--- src/rtl/layer_mixer.sv ---
module layer_mixer #(
  parameter int CW = 8,
  parameter int XW = 12
) (
  input  logic          clk,
  input  logic          rst_n,
  input  logic [XW-1:0] cfg_bg_wm1,
  input  logic [XW-1:0] cfg_bg_hm1,
  input  logic          cfg_vid_en,
  input  logic [XW-1:0] cfg_vid_x,
  input  logic [XW-1:0] cfg_vid_y,
  input  logic [XW-1:0] cfg_vid_wm1,
  input  logic [XW-1:0] cfg_vid_hm1,
  input  logic          cfg_ovl_en,
  input  logic [XW-1:0] cfg_ovl_x,
  input  logic [XW-1:0] cfg_ovl_y,
  input  logic [XW-1:0] cfg_ovl_wm1,
  input  logic [XW-1:0] cfg_ovl_hm1,
  input  logic          video_stable,
  input  logic          vid_valid,
  output logic          vid_ready,
  input  logic [3*CW-1:0] vid_data,
  input  logic          vid_sof,
  input  logic          vid_eof,
  input  logic          ovl_valid,
  output logic          ovl_ready,
  input  logic [3*CW-1:0] ovl_data,
  input  logic          ovl_sof,
  input  logic          ovl_eof,
  output logic          out_valid,
  input  logic          out_ready,
  output logic [3*CW-1:0] out_data,
  output logic          out_sof,
  output logic          out_eof
);
  localparam int PW  = 3*CW;
  localparam int RW  = 4*XW;
  localparam int CFW = 2*XW + 2*RW + 2;

  typedef enum logic [1:0] {L_SEEK, L_LIVE, L_DONE} lstate_t;

  logic [CFW-1:0] cfg_now, cfg_lat, cfg_cur;
  logic [XW-1:0]  px, py, bg_w, bg_h;
  logic [RW-1:0]  rect [2];
  logic [PW-1:0]  ld [2];
  logic [PW-1:0]  under, mixed;
  logic [1:0]     on, lv, ls, le, lrdy, need, ok;
  logic           at0, eol, fire;

  assign cfg_now = {cfg_bg_wm1, cfg_bg_hm1,
                    cfg_vid_x, cfg_vid_y, cfg_vid_wm1, cfg_vid_hm1,
                    cfg_ovl_x, cfg_ovl_y, cfg_ovl_wm1, cfg_ovl_hm1,
                    cfg_vid_en, cfg_ovl_en};
  assign at0     = (px == '0) && (py == '0);
  assign cfg_cur = at0 ? cfg_now : cfg_lat;
  assign bg_w    = cfg_cur[CFW-1 -: XW];
  assign bg_h    = cfg_cur[CFW-1-XW -: XW];
  assign rect[0] = cfg_cur[2+RW +: RW];
  assign rect[1] = cfg_cur[2 +: RW];
  assign on      = {cfg_cur[0], cfg_cur[1] & video_stable};

  assign lv    = {ovl_valid, vid_valid};
  assign ls    = {ovl_sof, vid_sof};
  assign le    = {ovl_eof, vid_eof};
  assign ld[0] = vid_data;
  assign ld[1] = ovl_data;
  assign vid_ready = lrdy[0];
  assign ovl_ready = lrdy[1];

  assign out_valid = &ok;
  assign fire      = out_valid && out_ready;
  assign eol       = (px == bg_w);
  assign out_eof   = eol && (py == bg_h);
  assign out_sof   = at0;

  always_ff @(posedge clk) begin
    if (!rst_n) begin
      px      <= '0;
      py      <= '0;
      cfg_lat <= '0;
    end else begin
      if (fire) begin
        if (eol) begin
          px <= '0;
          py <= out_eof ? '0 : py + 1'b1;
        end else begin
          px <= px + 1'b1;
        end
        if (at0) cfg_lat <= cfg_now;
      end
      if (!video_stable) cfg_lat[1] <= 1'b0;
    end
  end

  for (genvar g = 0; g < 2; g++) begin : g_layer
    logic [XW-1:0] rx, ry, rw, rh;
    logic          inr;
    lstate_t       st;

    assign {rx, ry, rw, rh} = rect[g];
    assign inr = (px >= rx) && ({1'b0, px} <= {1'b0, rx} + {1'b0, rw}) &&
                 (py >= ry) && ({1'b0, py} <= {1'b0, ry} + {1'b0, rh});
    assign need[g] = on[g] && inr && (st != L_DONE);
    assign ok[g]   = !need[g] || (lv[g] && (st == L_LIVE || ls[g]));
    assign lrdy[g] = !on[g] || (st == L_SEEK && !ls[g]) || (fire && need[g]);

    always_ff @(posedge clk) begin
      if (!rst_n)                st <= L_SEEK;
      else if (fire && out_eof)  st <= L_SEEK;
      else if (fire && need[g])  st <= le[g] ? L_DONE : L_LIVE;
    end

    p_live_hold_r7: assert property (@(posedge clk) disable iff (!rst_n)
      (!out_ready && on[g] && st == L_LIVE) |-> !lrdy[g]);
    p_done_hold_r10: assert property (@(posedge clk) disable iff (!rst_n)
      (st == L_DONE && on[g]) |-> !lrdy[g]);
  end

  assign under = need[0] ? ld[0] : '0;

  for (genvar c = 0; c < 3; c++) begin : g_comp
    logic [CW-1:0] u, o;
    logic [CW:0]   s;
    assign u = under[c*CW +: CW];
    assign o = ld[1][c*CW +: CW];
    assign s = {1'b0, u} + {1'b0, o} + 1'b1;
    assign mixed[c*CW +: CW] = s[CW:1];

    p_blend_range_r4: assert property (@(posedge clk) disable iff (!rst_n)
      (out_valid && need[1]) |->
        (out_data[c*CW +: CW] >= ((u < o) ? u : o)) &&
        (out_data[c*CW +: CW] <= ((u < o) ? o : u)));
  end

  assign out_data = need[1] ? mixed : under;

  p_sof_after_eof_r1: assert property (@(posedge clk) disable iff (!rst_n)
    (fire && out_eof) |=> out_sof);
  p_no_mid_sof_r1: assert property (@(posedge clk) disable iff (!rst_n)
    (fire && !out_eof) |=> !out_sof);
  p_black_bg_r2: assert property (@(posedge clk) disable iff (!rst_n)
    (out_valid && need == 2'b00) |-> (out_data == '0));
  p_unstable_drain_r5: assert property (@(posedge clk) disable iff (!rst_n)
    !video_stable |-> vid_ready);
endmodule

--- config.mk ---
export PLATFORM = sky130hd
export DESIGN_NAME = layer_mixer
export DESIGN_NICKNAME = d
export VERILOG_FILES = /design/src/rtl/layer_mixer.sv
export SDC_FILE = /design/constraint.sdc
export NUM_CORES = 1
export LEC_CHECK = 0
export ABC_AREA = 1
export ABC_CLOCK_PERIOD_IN_PS = 6030
export BUFFER_PORTS_ARGS = -buffer_cell sky130_fd_sc_hd__buf_4
export CAP_MARGIN = 10
export CORE_ASPECT_RATIO = 1.1
export CORE_MARGIN = 1
export CORE_UTILIZATION = 50
export CTS_BUF_LIST = sky130_fd_sc_hd__clkbuf_8
export DETAILED_ROUTE_END_ITERATION = 7
export HOLD_SLACK_MARGIN = 0.08
export PLACE_DENSITY = 0.75
export SKIP_LAST_GASP = 1
export SLEW_MARGIN = 20
export SYNTH_ARGS = -nofsm -noshare
export SYNTH_HDL_FRONTEND = slang
export SYNTH_SLANG_ARGS = --single-unit
--- constraint.sdc ---
create_clock -name clk -period 6.03 [get_ports clk]
set_input_delay 0.3015 -clock clk [delete_from_list [all_inputs] [get_ports clk]]
set_output_delay 0.3015 -clock clk [all_outputs]
set_load 0.02 [all_outputs]
== Word-level counts from Yosys, hierarchy flattened ==
Index checks and enable logic that the tools add are counted.

* Bitwise logic cells: 2
* Equality and inequality tests: 6
* Multiplexer cells: 7
* Magnitude comparators: 8
* $add $sub $neg: 12
* Reductions and logical operators: 42

{| class="wikitable"
|+ Operator list
! cell !! number
|-
| $mux W122 || 1
|-
| $add A12 B12 Y13 || 4
|-
| $le A12 B13 Y1 || 4
|-
| $ge A12 B12 Y1 || 4
|-
| $mux W24 || 2
|-
| $add A8 B8 Y9 || 3
|-
| $add A9 B1 Y9 const B || 3
|-
| $add A12 B1 Y12 const B || 2
|-
| $eq A12 B12 Y1 || 2
|-
| $logic_not A12 Y1 || 2
|-
| $mux W12 || 2
|-
| $logic_and A1 B1 Y1 || 20
|-
| $logic_or A1 B1 Y1 || 8
|-
| $logic_not A1 Y1 || 6
|-
| $reduce_and A2 Y1 || 3
|-
| $eq A2 B1 Y1 const B || 2
|-
| $logic_not A2 Y1 || 2
|-
| $mux W2 || 2
|-
| $ne A2 B2 Y1 const B || 2
|-
| $reduce_or A2 Y1 || 1
|-
| $and A1 B1 Y1 || 1
|-
| $not A1 Y1 || 1
|}

* Output and inout port bits: 29
* Register bits: 150

== Logic depth before layout (Yosys ltp) ==
* Word-level depth: 16
* Mapped depth: 48
* Gate-level depth less buffers: 43

== Least setup slack after synthesis ==
Ideal clock, no wire load.

* Kind: flip-flop to output port
* From: register px[0]
* To: output out_data[23]
* Path slack: -884 ps
* Cell stages (with the launch flop): 46
* Required time: 5,728 ps
* Arrival time: 6,613 ps
* Cells stage by stage: dfxtp_1 inv_1 ha_1 nand2_1 inv_1 nand2_1 nor2_1 nand3_2 inv_2 buf_2 clkbuf_1 clkbuf_1 clkbuf_1 nand2_1 o21ai_0 ha_1 a21oi_1 nand2_1 [... 10 more ...] nand2_1 nor4_1 a21o_1 a21oi_1 nand2_1 and3_1 buf_4 clkbuf_1 nand2_1 inv_1 fa_1 nand3_1 nand2_1 a21oi_1 o21ai_0 a21o_1 a21oi_1 o21ai_0

{| class="wikitable"
|+ RTL lines
! element !! RTL line !! RTL
|-
| start, declared || 43 || <nowiki>logic [XW-1:0] px, py, bg_w, bg_h;</nowiki>
|-
| start signal, assigned || 87 || <nowiki>px <= px + 1'b1;</nowiki>
|-
| $logic_not A12 Y1 * || 54 || <nowiki>assign at0 = (px == '0) && (py == '0);</nowiki>
|-
| $logic_and A1 B1 Y1 * || 54 ||
|-
| $mux W122 * || - ||
|-
| named net cfg_cur[52] || 42 || <nowiki>logic [CFW-1:0] cfg_now, cfg_lat, cfg_cur;</nowiki>
|-
| $add A12 B12 Y13 * || 102 || <nowiki>(py >= ry) && ({1'b0, py} <= {1'b0, ry} + {1'b0, rh});</nowiki>
|-
| $le A12 B13 Y1 * || 102 ||
|-
| $logic_and A1 B1 Y1 * || 102 ||
|-
| $logic_and A1 B1 Y1 * (2 in series) || 103 || <nowiki>assign need[g] = on[g] && inr && (st != L_DONE);</nowiki>
|-
| $mux W24 * || 119 || <nowiki>assign under = need[0] ? ld[0] : '0;</nowiki>
|-
| $add A8 B8 Y9 || 126 || <nowiki>assign s = {1'b0, u} + {1'b0, o} + 1'b1;</nowiki>
|-
| $add A9 B1 Y9 || 126 ||
|-
| $mux W24 * || 135 || <nowiki>assign out_data = need[1] ? mixed : under;</nowiki>
|-
| end, declared || 32 || <nowiki>output logic [3*CW-1:0] out_data,</nowiki>
|}

The timed path passes the listed nets; every way through them passes the cells marked *.

== Worst setup path in the final report ==
* From: register py[1]
* To: output out_data[19]

{| class="wikitable"
|+ RTL lines
! element !! RTL line !! RTL
|-
| start, declared || 43 ||
|-
| start signal, assigned || 85 || <nowiki>py <= out_eof ? '0 : py + 1'b1;</nowiki>
|-
| $logic_not A12 Y1 * || 54 ||
|-
| $logic_and A1 B1 Y1 * || 54 ||
|-
| $mux W122 * || - ||
|-
| named net cfg_cur[52] || 42 ||
|-
| $add A12 B12 Y13 * || 102 ||
|-
| $le A12 B13 Y1 * || 102 ||
|-
| $logic_and A1 B1 Y1 * || 102 ||
|-
| $logic_and A1 B1 Y1 * (2 in series) || 103 ||
|-
| $mux W24 * || 119 ||
|-
| $add A8 B8 Y9 || 126 ||
|-
| $add A9 B1 Y9 || 126 ||
|-
| $mux W24 * || 135 ||
|}

Marked as above.

==> reports/qor.txt <==
Width of the die: 158 um
Number of top-level pins: 209
Area of the die: 27300 um^2
Family with the most delay on the worst path: simple AND/OR/NAND/NOR gates
Final cell count without fillers: 2715
Peak per-stage delay on the critical path: 0.33 ns
Worst hold path type: input port to flip-flop
Number of buffer and inverter instances along the worst setup path: 11
Number of cell rows: 62
Root buffer cell: sky130_fd_sc_hd__clkbuf_8
CTS tree: built
Clock Skew: 0.0209 ns
RSZ-0062 raised after global routing: true
Final weighted congestion in routability-driven placement: 0.932
Net count after synthesis: 2405
Share of synthesized area occupied by flip-flops and latches: 0.225
Number of clock sinks seen by CTS: 150
Status: complete, but fails checks
Arrival time worst endpoint: 6.14 ns
Crit Path Category: flip-flop to output pin
Half-perimeter wire length after placement: 31500 um
Cell type with the highest aggregate area in the netlist: sky130_fd_sc_hd__dfxtp_1
Power density cells: 208 nW/um^2
Detailed Routing Iterations Pass 1: 5
Largest net degree at the start of global routing: 91
Violations in the final reports: negative setup slack
Worst EP required: 5.73 ns
Area of placed instances: 15800 um^2
Mapped Area: 13300 um^2
Nature of the critical path startpoint: flip-flop
Worst setup timing slack at the placement stage: -0.140 ns
Most frequent CP cell: sky130_fd_sc_hd__nand2_2
Average routed wire per standard cell: 16.3 um
Maxcap violations: 0
FFs w/ async S/R, synth: 0
Ratio of cells with drive above 1 in the final layout: 0.272
Setup slack after layout: -0.408 ns
Core outline area: 26100 um^2
Peak clock frequency supported by timing: 0.155 GHz
Cell at the slowest stage of the critical path: sky130_fd_sc_hd__dfxtp_2
Most used standard cells in the synthesized netlist: sky130_fd_sc_hd__nand2_1, sky130_fd_sc_hd__a21oi_1, sky130_fd_sc_hd__inv_1
Total DRC errors in the routed layout: 0
Count of port buffers added during placement: 208
Initial detailed-routing violation count: 1038
Final standard cell area without fillers: 17900 um^2
ANT nets after route: 0
VDD IR-drop max: 104 uV
Most used flip-flop cell after synthesis: sky130_fd_sc_hd__dfxtp_1
FF+latch count, synth: 150
Initial standard-cell utilization of the core: 0.510
Clock period minus final worst setup slack: 6.44 ns
CTS HTree Levels: 4
Slew at the pin closest to its max-slew limit: 1.10 ns
Total grt overflow: 0
Global routing usage summed across all routing layers: 0.310
Number of global-route vias before repair: 14174
Number of enable flip-flop cells after synthesis: 0
Maximum buffer depth of the clock tree: 2
Cts bufs inserted: 17
Share of Yosys cell area claimed by the top area cell type: 0.225
Wirelength, routed: 44200 um
Static leakage: 8.72 nW
Total count of hold-check failures in the final report: 0
Antenna Cells: 0
Ratio of routed vias to standard cells: 5.43
Clk_lat worst skew: 0.47 ns
Top post-synthesis cells by area: sky130_fd_sc_hd__dfxtp_1, sky130_fd_sc_hd__nand2_1, sky130_fd_sc_hd__ha_1
Final period util: 1.07
Antenna violations before repair: 1
Clock slew at reported path FFs: 0.08 ns
Distinct cells, synth: 49
Most instantiated library cell after synthesis: sky130_fd_sc_hd__nand2_1
Yosys warning total: 0
Detailed-route via count: 14740
Avg Inst Size Synth: 6.51 um^2
Placed cell count: 2624
Worst slew margin: 0.268
Area growth from synthesis to final layout: 34.1%
Die height: 173 um
Biggest fanout along the worst timing path: 5
Type of element capturing the critical path: output pin
Slack of the worst reg-to-reg path: 0.31 ns
Max-slew violation count: 0
Layout net count: 2706
Cells after synthesis: 2049
Final setup vio count: 20
Global-route wire length before repair: 67400 um
## cells in the final DEF, fill, tap and decap left out, types with 6 or more instances in the layout
master                     synthesis  layout
sky130_fd_sc_hd__dfxtp_1         150     146
sky130_fd_sc_hd__o21ai_4           1       6
sky130_fd_sc_hd__nor2_4            1       9
sky130_fd_sc_hd__nand2_1         597     568
sky130_fd_sc_hd__o21ai_2           0      30
sky130_fd_sc_hd__buf_4             4     321
sky130_fd_sc_hd__or2_1            10      10
sky130_fd_sc_hd__nor2_1           90      81
sky130_fd_sc_hd__nor3_2            1       8
sky130_fd_sc_hd__inv_1           241     219
sky130_fd_sc_hd__o21ai_0         164     105
sky130_fd_sc_hd__o21ai_1           2      26
sky130_fd_sc_hd__a21oi_2           0      31
sky130_fd_sc_hd__nor3_1           24      15
sky130_fd_sc_hd__buf_12            0      13
sky130_fd_sc_hd__inv_2             5      26
sky130_fd_sc_hd__xnor2_1          22      19
sky130_fd_sc_hd__or2_2            23      20
sky130_fd_sc_hd__clkbuf_8          0      17
sky130_fd_sc_hd__a21boi_0          6       6
sky130_fd_sc_hd__a21oi_1         248     215
sky130_fd_sc_hd__ha_1            169     140
sky130_fd_sc_hd__buf_6             7      25
sky130_fd_sc_hd__xor2_1           53      52
sky130_fd_sc_hd__nand3_1          66      59
sky130_fd_sc_hd__nand2_2           0      26
sky130_fd_sc_hd__nand4_1          23      23
sky130_fd_sc_hd__a21o_1            7       7
sky130_fd_sc_hd__nand3_2           2       7
sky130_fd_sc_hd__ha_4              0      27
## worst paths after layout
| path | to | cells after the start | start |
|---|---|---|---|
| worst min-delay path | g_layer[0].st[1] | 3 | vid_eof |
| worst max-delay path | out_data[19] | 41 | py[1] |
| worst min register to register | cfg_lat[7] | 2 | cfg_lat[7] |
| worst max register to register | px[10] | 35 | py[1] |
## state kept, by name (all words and copies together), names as in the netlist
register and count:
g_layer.st 4, px 12, cfg_lat 122, py 12
## through the flow
stage	power, W	hold WS, ns	TNS, ns	util
after floorplan	0.00216	0.418	0	-
after global placement	0.00257	0.434	0	0.605
after detailed placement	0.00261	0.439	-0.648	0.605
after CTS	0.00354	0.0965	-2.55	0.649
after global routing	0.00398	0.122	-10.05	0.684
final	0.00372	0.126	-4.71	0.684
## cell type report
class                           instances  area [um^2]
Multi-Input combinational cell       1571        10100
Fill cell                            2238         8250
Sequential cell                       150         3010
Timing Repair Buffer                  362         3000
Inverter                              247          956
Tap cell                              352          440
Clock buffer                           17          234
Clock inverter                         15          155
Timing Repair inverter                  1         7.51
## worst reg2reg max path: cells and delay by family, from the launching register on
family / cells / cell delay (ns)
buffers and inverters: 11 / 1.58
adders and majority gates: 4 / 1.01
DFF: 1 / 0.33
xor gates and xnor gates: 1 / 0.17
muxes: 1 / 0.32
AOI/OAI and AO/OA: 5 / 0.76
and+or+nand+nor: 13 / 1.49
## logic make-up after synthesis
| kind of cell | Yosys count | synth area share |
|---|---|---|
| compound gates | 455 | 0.180 |
| fa+ha+maj | 176 | 0.169 |
| buf+inv | 328 | 0.0999 |
| simple gates | 852 | 0.266 |
| mux | 13 | 0.0105 |
| flops | 150 | 0.225 |
| xor+xnor | 75 | 0.0492 |
## power breakdown
group	internal [W]	switching, W
Sequential	0.00106	0.0000256
Combinational	0.000795	0.00104
Clock	0.000370	0.000436
Total	0.00222	0.00150
## metal layers
metal	up-vias	share of wire	GRT usage
met5	-	0	0
met2	508	0.50	0.545
met1	6789	0.40	0.363
li1	7322	-	-
met4	0	0.034	0.117
met3	121	0.075	0.0655
## repair_timing
action	in CTS	in global routing
hold buffers	1	0
cloned	3	1
pin swaps	61	112
setup endpoints to repair	27	112
resized for setup	108	203
buffers inserted	30	27
hold endpoints to repair	1	0
(Power assumes the default switching activity.)
